## src/rtl/lazy_ccr.sv

```systemverilog
module lazy_ccr #(
  parameter int W = 32
) (
  input  logic         clk,
  input  logic         rst_n,
  input  logic         rec_we,
  input  logic [2:0]   rec_class,
  input  logic [1:0]   rec_size,
  input  logic         rec_x,
  input  logic [W-1:0] rec_n,
  input  logic [W-1:0] rec_z,
  input  logic [W-1:0] rec_v,
  input  logic         rec_c,
  input  logic         ccr_we,
  input  logic [4:0]   ccr_wdata,
  input  logic         sr_we,
  input  logic [15:0]  sr_wdata,
  input  logic         flush_i,
  output logic [4:0]   ccr_o,
  output logic [15:0]  sr_o,
  output logic [2:0]   rec_class_o,
  output logic         err_o
);
  localparam int SB = W - 1;

  logic [2:0]   cls_q;
  logic [1:0]   sz_q;
  logic         x_q, c_q;
  logic [W-1:0] n_q, z_q, v_q;
  logic [10:0]  sys_q;
  logic [4:0]   ccr_q;

  logic [W-1:0] s1, s2, rs, nw, zw, vw;
  logic         cf, bad;
  logic [4:0]   eval;
  logic [4:0]   wcc;

  function automatic logic [W-1:0] sx(input logic [W-1:0] val, input logic [1:0] sz);
    case (sz)
      2'd0:    sx = {{(W-8){val[7]}}, val[7:0]};
      2'd1:    sx = {{(W-16){val[15]}}, val[15:0]};
      default: sx = val;
    endcase
  endfunction

  always_comb begin
    s1 = '0; s2 = '0; rs = '0;
    nw = n_q; zw = z_q; vw = v_q; cf = c_q; bad = 1'b0;
    case (cls_q)
      3'd0: ;
      3'd1: begin
        rs = n_q; s2 = v_q; s1 = sx(rs - s2, sz_q);
        cf = x_q; zw = n_q; vw = (rs ^ s1) & ~(s1 ^ s2);
      end
      3'd2: begin
        rs = n_q; s2 = v_q; s1 = sx(rs + s2, sz_q);
        cf = x_q; zw = n_q; vw = (rs ^ s1) & (s1 ^ s2);
      end
      3'd3: begin
        s1 = n_q; s2 = v_q; rs = sx(s1 - s2, sz_q);
        nw = rs; zw = rs; cf = s1 < s2; vw = (rs ^ s1) & (s1 ^ s2);
      end
      3'd4: begin
        cf = 1'b0; vw = '0; zw = n_q;
      end
      default: bad = 1'b1;
    endcase
  end

  assign eval = {x_q, nw[SB], zw == '0, vw[SB], cf};
  assign wcc  = sr_we ? sr_wdata[4:0] : ccr_wdata;

  always_ff @(posedge clk or negedge rst_n) begin
    if (!rst_n) begin
      cls_q <= 3'd0; sz_q <= 2'd0; x_q <= 1'b0; c_q <= 1'b0;
      n_q <= '0; z_q <= {{(W-1){1'b0}}, 1'b1}; v_q <= '0;
      sys_q <= '0; ccr_q <= '0;
    end else begin
      if (sr_we) sys_q <= sr_wdata[15:5];
      if (sr_we || ccr_we) begin
        cls_q <= 3'd0;
        x_q <= wcc[4]; n_q <= {W{wcc[3]}};
        z_q <= {{(W-1){1'b0}}, ~wcc[2]};
        v_q <= {W{wcc[1]}}; c_q <= wcc[0];
      end else if (rec_we) begin
        cls_q <= rec_class; sz_q <= rec_size;
        x_q <= rec_x; n_q <= rec_n; z_q <= rec_z; v_q <= rec_v; c_q <= rec_c;
      end else if (flush_i && !bad) begin
        cls_q <= 3'd0;
        x_q <= eval[4]; n_q <= {W{eval[3]}};
        z_q <= {{(W-1){1'b0}}, ~eval[2]};
        v_q <= {W{eval[1]}}; c_q <= eval[0];
      end
      if (!bad) ccr_q <= eval;
    end
  end

  assign ccr_o       = ccr_q;
  assign sr_o        = {sys_q, ccr_q};
  assign rec_class_o = cls_q;
  assign err_o       = bad;

  a_r10_hold_on_bad: assert property (@(posedge clk) disable iff (!rst_n)
    err_o |=> $stable(ccr_o));
  a_r9_flush_class: assert property (@(posedge clk) disable iff (!rst_n)
    (flush_i && !err_o && !rec_we && !ccr_we && !sr_we) |=> rec_class_o == 3'd0);
  a_r5_logic_clear: assert property (@(posedge clk) disable iff (!rst_n)
    rec_class_o == 3'd4 |=> ccr_o[1:0] == 2'b00);
  a_r7_ccr_write: assert property (@(posedge clk) disable iff (!rst_n)
    (ccr_we && !sr_we) |=> ##1 (ccr_o == $past(ccr_wdata, 2)));
  a_r8_sys_bits: assert property (@(posedge clk) disable iff (!rst_n)
    sr_we |=> sr_o[15:5] == $past(sr_wdata[15:5]));
endmodule

```

## config.mk

```make
export PLATFORM = sky130hd
export DESIGN_NAME = lazy_ccr
export DESIGN_NICKNAME = d
export VERILOG_FILES = /design/src/rtl/lazy_ccr.sv
export SDC_FILE = /design/constraint.sdc
export NUM_CORES = 1
export LEC_CHECK = 0
export ABC_AREA = 1
export ABC_CLOCK_PERIOD_IN_PS = 6450
export BUFFER_PORTS_ARGS = -buffer_cell sky130_fd_sc_hd__buf_2
export CAP_MARGIN = 5
export CORE_ASPECT_RATIO = 1.75
export CORE_MARGIN = 2
export CORE_UTILIZATION = 50
export CTS_CLUSTER_DIAMETER = 50
export CTS_CLUSTER_SIZE = 25
export DETAILED_ROUTE_END_ITERATION = 12
export GPL_TIMING_DRIVEN = 0
export PLACE_DENSITY = 0.78
export RECOVER_POWER = 50
export SYNTH_ARGS = -nofsm -noshare
export SYNTH_HDL_FRONTEND = slang
export SYNTH_SLANG_ARGS = --single-unit
```

## constraint.sdc

```tcl
create_clock -name clk -period 6.45 [get_ports clk]
set_input_delay 0 -clock clk [delete_from_list [all_inputs] [get_ports clk]]
set_output_delay 0 -clock clk [all_outputs]
set_load 0.02 [all_outputs]
```

# Word level (Yosys, flattened, before mapping)
# Index checks and enable logic that the tools add are counted.
[word_totals]
register_bits = 119
in_bits = 130
output_inout_bits = 25
word_cells = 69
[op_classes]
addsub = 2
order_cmp = 1
n_eq_ne = 5
mux = 28
bitwise_logic = 13
reduce_logical = 11
[op_table]
columns = ["cell", "count"]
rows = [
  ["32-bit two-way mux", 13],
  ["32-bit one-hot mux with 2 select lines", 3],
  ["32-bit bitwise XOR", 6],
  ["32-bit one-hot mux with 4 select lines", 1],
  ["32-bit bitwise AND", 3],
  ["32-bit adder", 1],
  ["32-bit zero test", 1],
  ["32-bit < comparator", 1],
  ["32-bit inverter", 1],
  ["32-bit subtractor", 1],
  ["3-bit two-way mux", 3],
  ["3-bit by 2-bit equality test with 1-bit output, second input constant", 2],
  ["1-bit two-way mux", 6],
  ["5-bit two-way mux", 1],
  ["5-bit OR reduction", 1],
  ["3-bit by 1-bit equality test with 1-bit output, second input constant", 1],
  ["3-bit equality test, second input constant", 1],
  ["3-bit zero test", 1],
  ["1-bit inverter", 3],
  ["1-bit one-hot mux with 3 select lines", 1],
  ["3-bit nonzero test", 1],
  ["3-bit OR reduction", 1],
  ["2-bit by 1-bit equality test with 1-bit output, second input constant", 1],
  ["2-bit zero test", 1],
  ["other kinds (5)", 5],
]

# Depth between registers and ports, before layout
[logic_depth]
depth_word = 10
ltp_mapped = 25
ltp_nobuf = 23

# Worst setup path before layout
# No wires, ideal clock.
[synth_timing]
path_type = "reg2reg"
start = "register n_q[6]"
end = "register v_q[10]"
setup_time_ps = 113
t_arrival_ps = 2257
setup_slack_ps = 4080
path_stages_with_launch = 21
n_path_buf = 1
cell_sequence = "dfrtp_1 ha_1 nand2_1 inv_1 a21oi_1 nand2_2 nand2_1 nand2_2 nand2_2 nand2_1 nor2_1 nor2_1 nand3_1 nand2_1 nand2_1 nand3_2 nand2_2 buf_6 nand3_1 nand2_1 inv_1"
[synth_between]
elab_chain_len = 10
elab_cells_between_ends = 20
cone_classes = "2 x add/sub; 9 x mux; 9 x bitwise"
[synth_rtl]
columns = ["item", "line", "text"]
rows = [
  ["start: declaration", "29", "logic [W-1:0] n_q, z_q, v_q;"],
  ["start signal: assignment", "82", "x_q <= wcc[4]; n_q <= {W{wcc[3]}};"],
  ["start signal: assignment", "87", "x_q <= rec_x; n_q <= rec_n; z_q <= rec_z; v_q <= rec_v; c_q <= rec_c;"],
  ["start signal: assignment", "90", "x_q <= eval[4]; n_q <= {W{eval[3]}};"],
  ["32-bit subtractor", "52, 60", ""],
  ["32-bit one-hot mux with 2 select lines", "39", "case (sz)"],
  ["32-bit two-way mux", "49", "case (cls_q)"],
  ["32-bit bitwise XOR", "53", "cf = x_q; zw = n_q; vw = (rs ^ s1) & ~(s1 ^ s2);"],
  ["32-bit inverter", "53", ""],
  ["32-bit bitwise AND", "53", ""],
  ["32-bit one-hot mux with 4 select lines (*)", "49", ""],
  ["32-bit two-way mux (*)", "88", "end else if (flush_i && !bad) begin"],
  ["32-bit two-way mux (*)", "85", "end else if (rec_we) begin"],
  ["32-bit two-way mux (*)", "80", "if (sr_we || ccr_we) begin"],
  ["end signal: assignment", "84", "v_q <= {W{wcc[1]}}; c_q <= wcc[0];"],
  ["end signal: assignment", "87", ""],
  ["end signal: assignment", "92", "v_q <= {W{eval[1]}}; c_q <= eval[0];"],
  ["end: declaration", "29", ""],
]
# Every way passes the cells marked *; elsewhere a longest branch is shown, timed or not. The select of a mux whose other input is x is not followed.
# A chain may end at the register's enable or synchronous reset.

# Worst setup path after layout
[layout_timing]
start = "register n_q[0]"
end = "register z_q[0]"
[layout_between]
elab_chain_len = 9
[layout_rtl]
columns = ["item", "line", "text"]
rows = [
  ["32-bit subtractor", "60", "s1 = n_q; s2 = v_q; rs = sx(s1 - s2, sz_q);"],
  ["32-bit one-hot mux with 2 select lines", "39", ""],
  ["32-bit two-way mux", "49", ""],
  ["32-bit one-hot mux with 2 select lines (*)", "49", ""],
  ["32-bit zero test (*)", "70", "assign eval = {x_q, nw[SB], zw == '0, vw[SB], cf};"],
  ["1-bit inverter (*)", "91", "z_q <= {{(W-1){1'b0}}, ~eval[2]};"],
  ["32-bit two-way mux (*)", "88", ""],
  ["32-bit two-way mux (*)", "85", ""],
  ["32-bit two-way mux (*)", "80", ""],
  ["end signal: assignment", "83", "z_q <= {{(W-1){1'b0}}, ~wcc[2]};"],
  ["end signal: assignment", "87", ""],
  ["end signal: assignment", "91", ""],
  ["end: declaration", "29", ""],
]
# Marks and branches as above.

==> impl_metrics.ini <==
[grt]
grt_pass1_vias = 11100
gr-usage-all-layers_pct = 37.5
antenna_found_initial = 1
grt_max_degree = 68
grt-ovfl-total = 0
grt_first_pass_wirelength_mm = 56.3

[clock_network]
insertion_delay_ps = 430
htreeDepth = 4
clock_sinks = 119
clockBufferDepth = 2
numCtsBuffers = 17
ctsRootBufferMaster = clkbuf_16
tritoncts = built
path_clk_slew_ps = 60
cts_resized = 0

[setup_path]
path_delay_family = simple AND/OR/NAND/NOR gates
critPathBufInv = 3
crit_fanout = 4
crit_top_cell = nand2_1
r2r_start = n_q[0]$_DFFE_PN0P_
end_kind = register
cp_data_required_time_ps = 6810
path_cells = inv_1 > ha_1 > fa_1 > inv_1 > nand3_1 > nand2_1 > nand2_1 > nand2_1 > nand3_1 > nand2_1 > a21oi_1 > nand2_1 > nand3_1 > nor2_1 > nand2_1 > nand2_1 > nand3_1 > nand2_1 > a21oi_1 > dlygate4sd3_1
worstSetupPathType = register to register
worstPathArrival_ps = 3890
cp_slowest_cell = dlygate4sd3_1
regToRegSetupSlack_ps = 2920
worstSetupStartpoint = n_q[0]$_DFFE_PN0P_
r2r_end = z_q[0]$_DFFE_PN1P_
critPathLaunchType = register
worstRegToRegCells = 20
crit_path_max_incr_delay_ps = 560

[synthesis]
synth-seq-cells = 119
synth_edf_count = 0
syn_area_um2 = 9210
ys_seq_area_share_pct = 32.4
syn_nets = 1531
synth_ff_type = dfrtp_1
yosys_warnings = 0
avgSynthCellArea_um2 = 6.89
synth-async-reset-ratio_pct = 100
syn_inst = 1336
ys_types = 48

[pwr]
combPwrFrac_pct = 36.3
totalPowerFinal_mw = 2.96
p_clk_share_pct = 33.4
pwr-share-seq_pct = 30.3
p_sw_share_pct = 38.1
p_sw_mw = 1.13
power.internal_mw = 1.83
peakVddDrop_v = 0.000321
cellPowerDensity_nw_per_um2 = 245
leakage_nw = 6.79

[hold_path]
min_delay_path_depth = 4
hold_path_class = primary input to register
holdPathEnd = sys_q[10]$_DFFE_PN0P_
hold_start = sr_we

[place]
placed_cells_incl_taps = 1724
placed_area_um2 = 10300
portBuffers = 153
gp_congestion = 0.979
dp_hpwl_mm = 22.6

[sta]
setup-violations-final = 0
fmax_mhz = 283
finalHoldViolCount = 0
period_minus_slack_ps = 3530
worst_clock_skew_ps = 9.92
rsz0062_at_grt = false
max_slew_margin_pct = -106
min_period_over_period_pct = 54.8
setup_tns_ps = 0
fin_hold_ws_ps = 134
worst_slew_pin_slew_ps = 3100
slew_violations = 53

[die]
die_area_um2 = 19600
rows = 65
io_pins = 155
die_h_um = 184
start_util_pct = 51.0
die_width_um = 107
core_um2 = 18100

[routing]
firstDrtPassIters = 6
wl_per_cell_um = 19.2
vias = 10800
drc_errors = 0
vias_per_cell = 5.73
wirelength_mm = 36.0
drt_iter0_drc = 998
ant_nets = 0

[run_status]
violations = max-capacitance violations, max-slew violations
outcome = finished with violations

[layout]
nFillCells = 1395
final_common_cell = nand2_1
finalInstanceArea_um2 = 12100
final_nets = 1825
drive_gt1_share_pct = 17.5
mostFrequentLayoutCells = nand2_1, inv_1, buf_2
syn_to_final_growth_pct = 31.3
fin_cells = 1877

[flow_run]
max_cap_viol_count = 1
==> cells in the mapped netlist, drive strengths merged, types with 2 or more instances <==
| cell | n | area share [%] |
|---|---|---|
| a22oi | 4 | 0.33 |
| ha | 64 | 8.7 |
| a22o | 21 | 2.0 |
| nor4 | 17 | 1.2 |
| a21o | 4 | 0.33 |
| dfrtp | 118 | 32 |
| nand2 | 459 | 19 |
| o21bai | 6 | 0.49 |
| a32o | 10 | 1.1 |
| nor3 | 7 | 0.38 |
| xnor2 | 2 | 0.19 |
| clkbuf | 24 | 0.98 |
| and3 | 3 | 0.20 |
| nand3b | 2 | 0.16 |
| o211ai | 2 | 0.16 |
| nor2 | 88 | 3.7 |
| a21oi | 76 | 4.2 |
| buf | 25 | 2.2 |
| o21ai | 16 | 0.87 |
| nand4 | 16 | 1.1 |
| and2 | 2 | 0.14 |
| nand3 | 84 | 4.7 |
| o22ai | 32 | 4.2 |
| inv | 237 | 9.7 |
| xor2 | 7 | 0.67 |
==> worst register-to-register path, stage by stage, from the launching register on <==
cell and delay (ps):
dfrtp_1 470, inv_1 100, ha_1 220, fa_1 380, inv_1 120, nand3_1 90
nand2_1 170, nand2_1 70, nand2_1 140, nand3_1 130, nand2_1 120, a21oi_1 130
nand2_1 90, nand3_1 120, nor2_1 150, nand2_1 90, nand2_1 80, nand3_1 100
nand2_1 90, a21oi_1 60, dlygate4sd3_1 560
==> layout make-up <==
class	count	area, µm²	share of cell area, %
clock buffer	21	460	3.81
timing repair buffer	275	2000	16.5
multi-input combinational	930	5040	41.7
clock inverter	9	126	1.05
antenna	2	5.00	0.0414
sequential	119	2980	24.6
buffer	49	297	2.45
inverter	238	893	7.39
tap	234	293	2.42
==> state kept, by name (all words and copies together), names as in the netlist <==
signal,count
n_q,32
v_q,32
x_q,1
rec_class_o,3
sys_q,11
sz_q,2
c_q,1
z_q,32
ccr_o,5
==> worst max path at each step <==
stage / endpoint / slack (ps) / cells after the start
final: z_q[0]$_DFFE_PN1P_ / 2920 / 20
after global routing: z_q[0]$_DFFE_PN1P_ / 2720 / 20
after CTS: z_q[0]$_DFFE_PN1P_ / 2990 / 20
after detailed placement: v_q[31]$_DFFE_PN0P_ / 3440 / 18
after global placement: v_q[31]$_DFFE_PN0P_ / 3440 / 17
after floorplan: v_q[10]$_DFFE_PN0P_ / 4080 / 20
==> layer usage <==
layer | global-route usage (%) | wire [µm] | share of wire, %
met1 | 36.7 | 11700 | 33
met2 | 66.3 | 18000 | 50
met3 | 7.52 | 2490 | 6.9
met4 | 32.2 | 3770 | 10
met5 | 0 | 0 | 0
==> power by group through the flow <==
stage	clock network, mW	logic [mW]	registers [mW]
2_1_floorplan	0	0.684	0.889
3_3_place_gp	0	0.947	0.894
3_5_place_dp	0	0.965	0.898
4_1_cts	0.960	1.03	0.887
5_1_grt	1.01	1.19	0.902
6_report	0.989	1.08	0.897
==> logic make-up after synthesis <==
logic type / synth area share (%)
compound gates: 14.0
xor+xnor: 0.856
fa+ha+maj: 8.91
buf+inv: 12.9
flops: 32.4
simple gates: 30.9
==> stage by stage <==
step	utilization, %	worst slack [ps]
global placement	56.9	3440
CTS	67.0	2990
global route	67.0	2720
detailed placement	57.1	3440
floorplan	-	4080
finish	67.0	2920
==> timing repair <==
| action | in CTS | in global routing |
|---|---|---|
| buffers inserted | 0 | 0 |
| hold buffers | 121 | 0 |
| setup endpoints to repair | 0 | 0 |
| hold endpoints to repair | 173 | 0 |
Power figures use the tool's default switching activity.
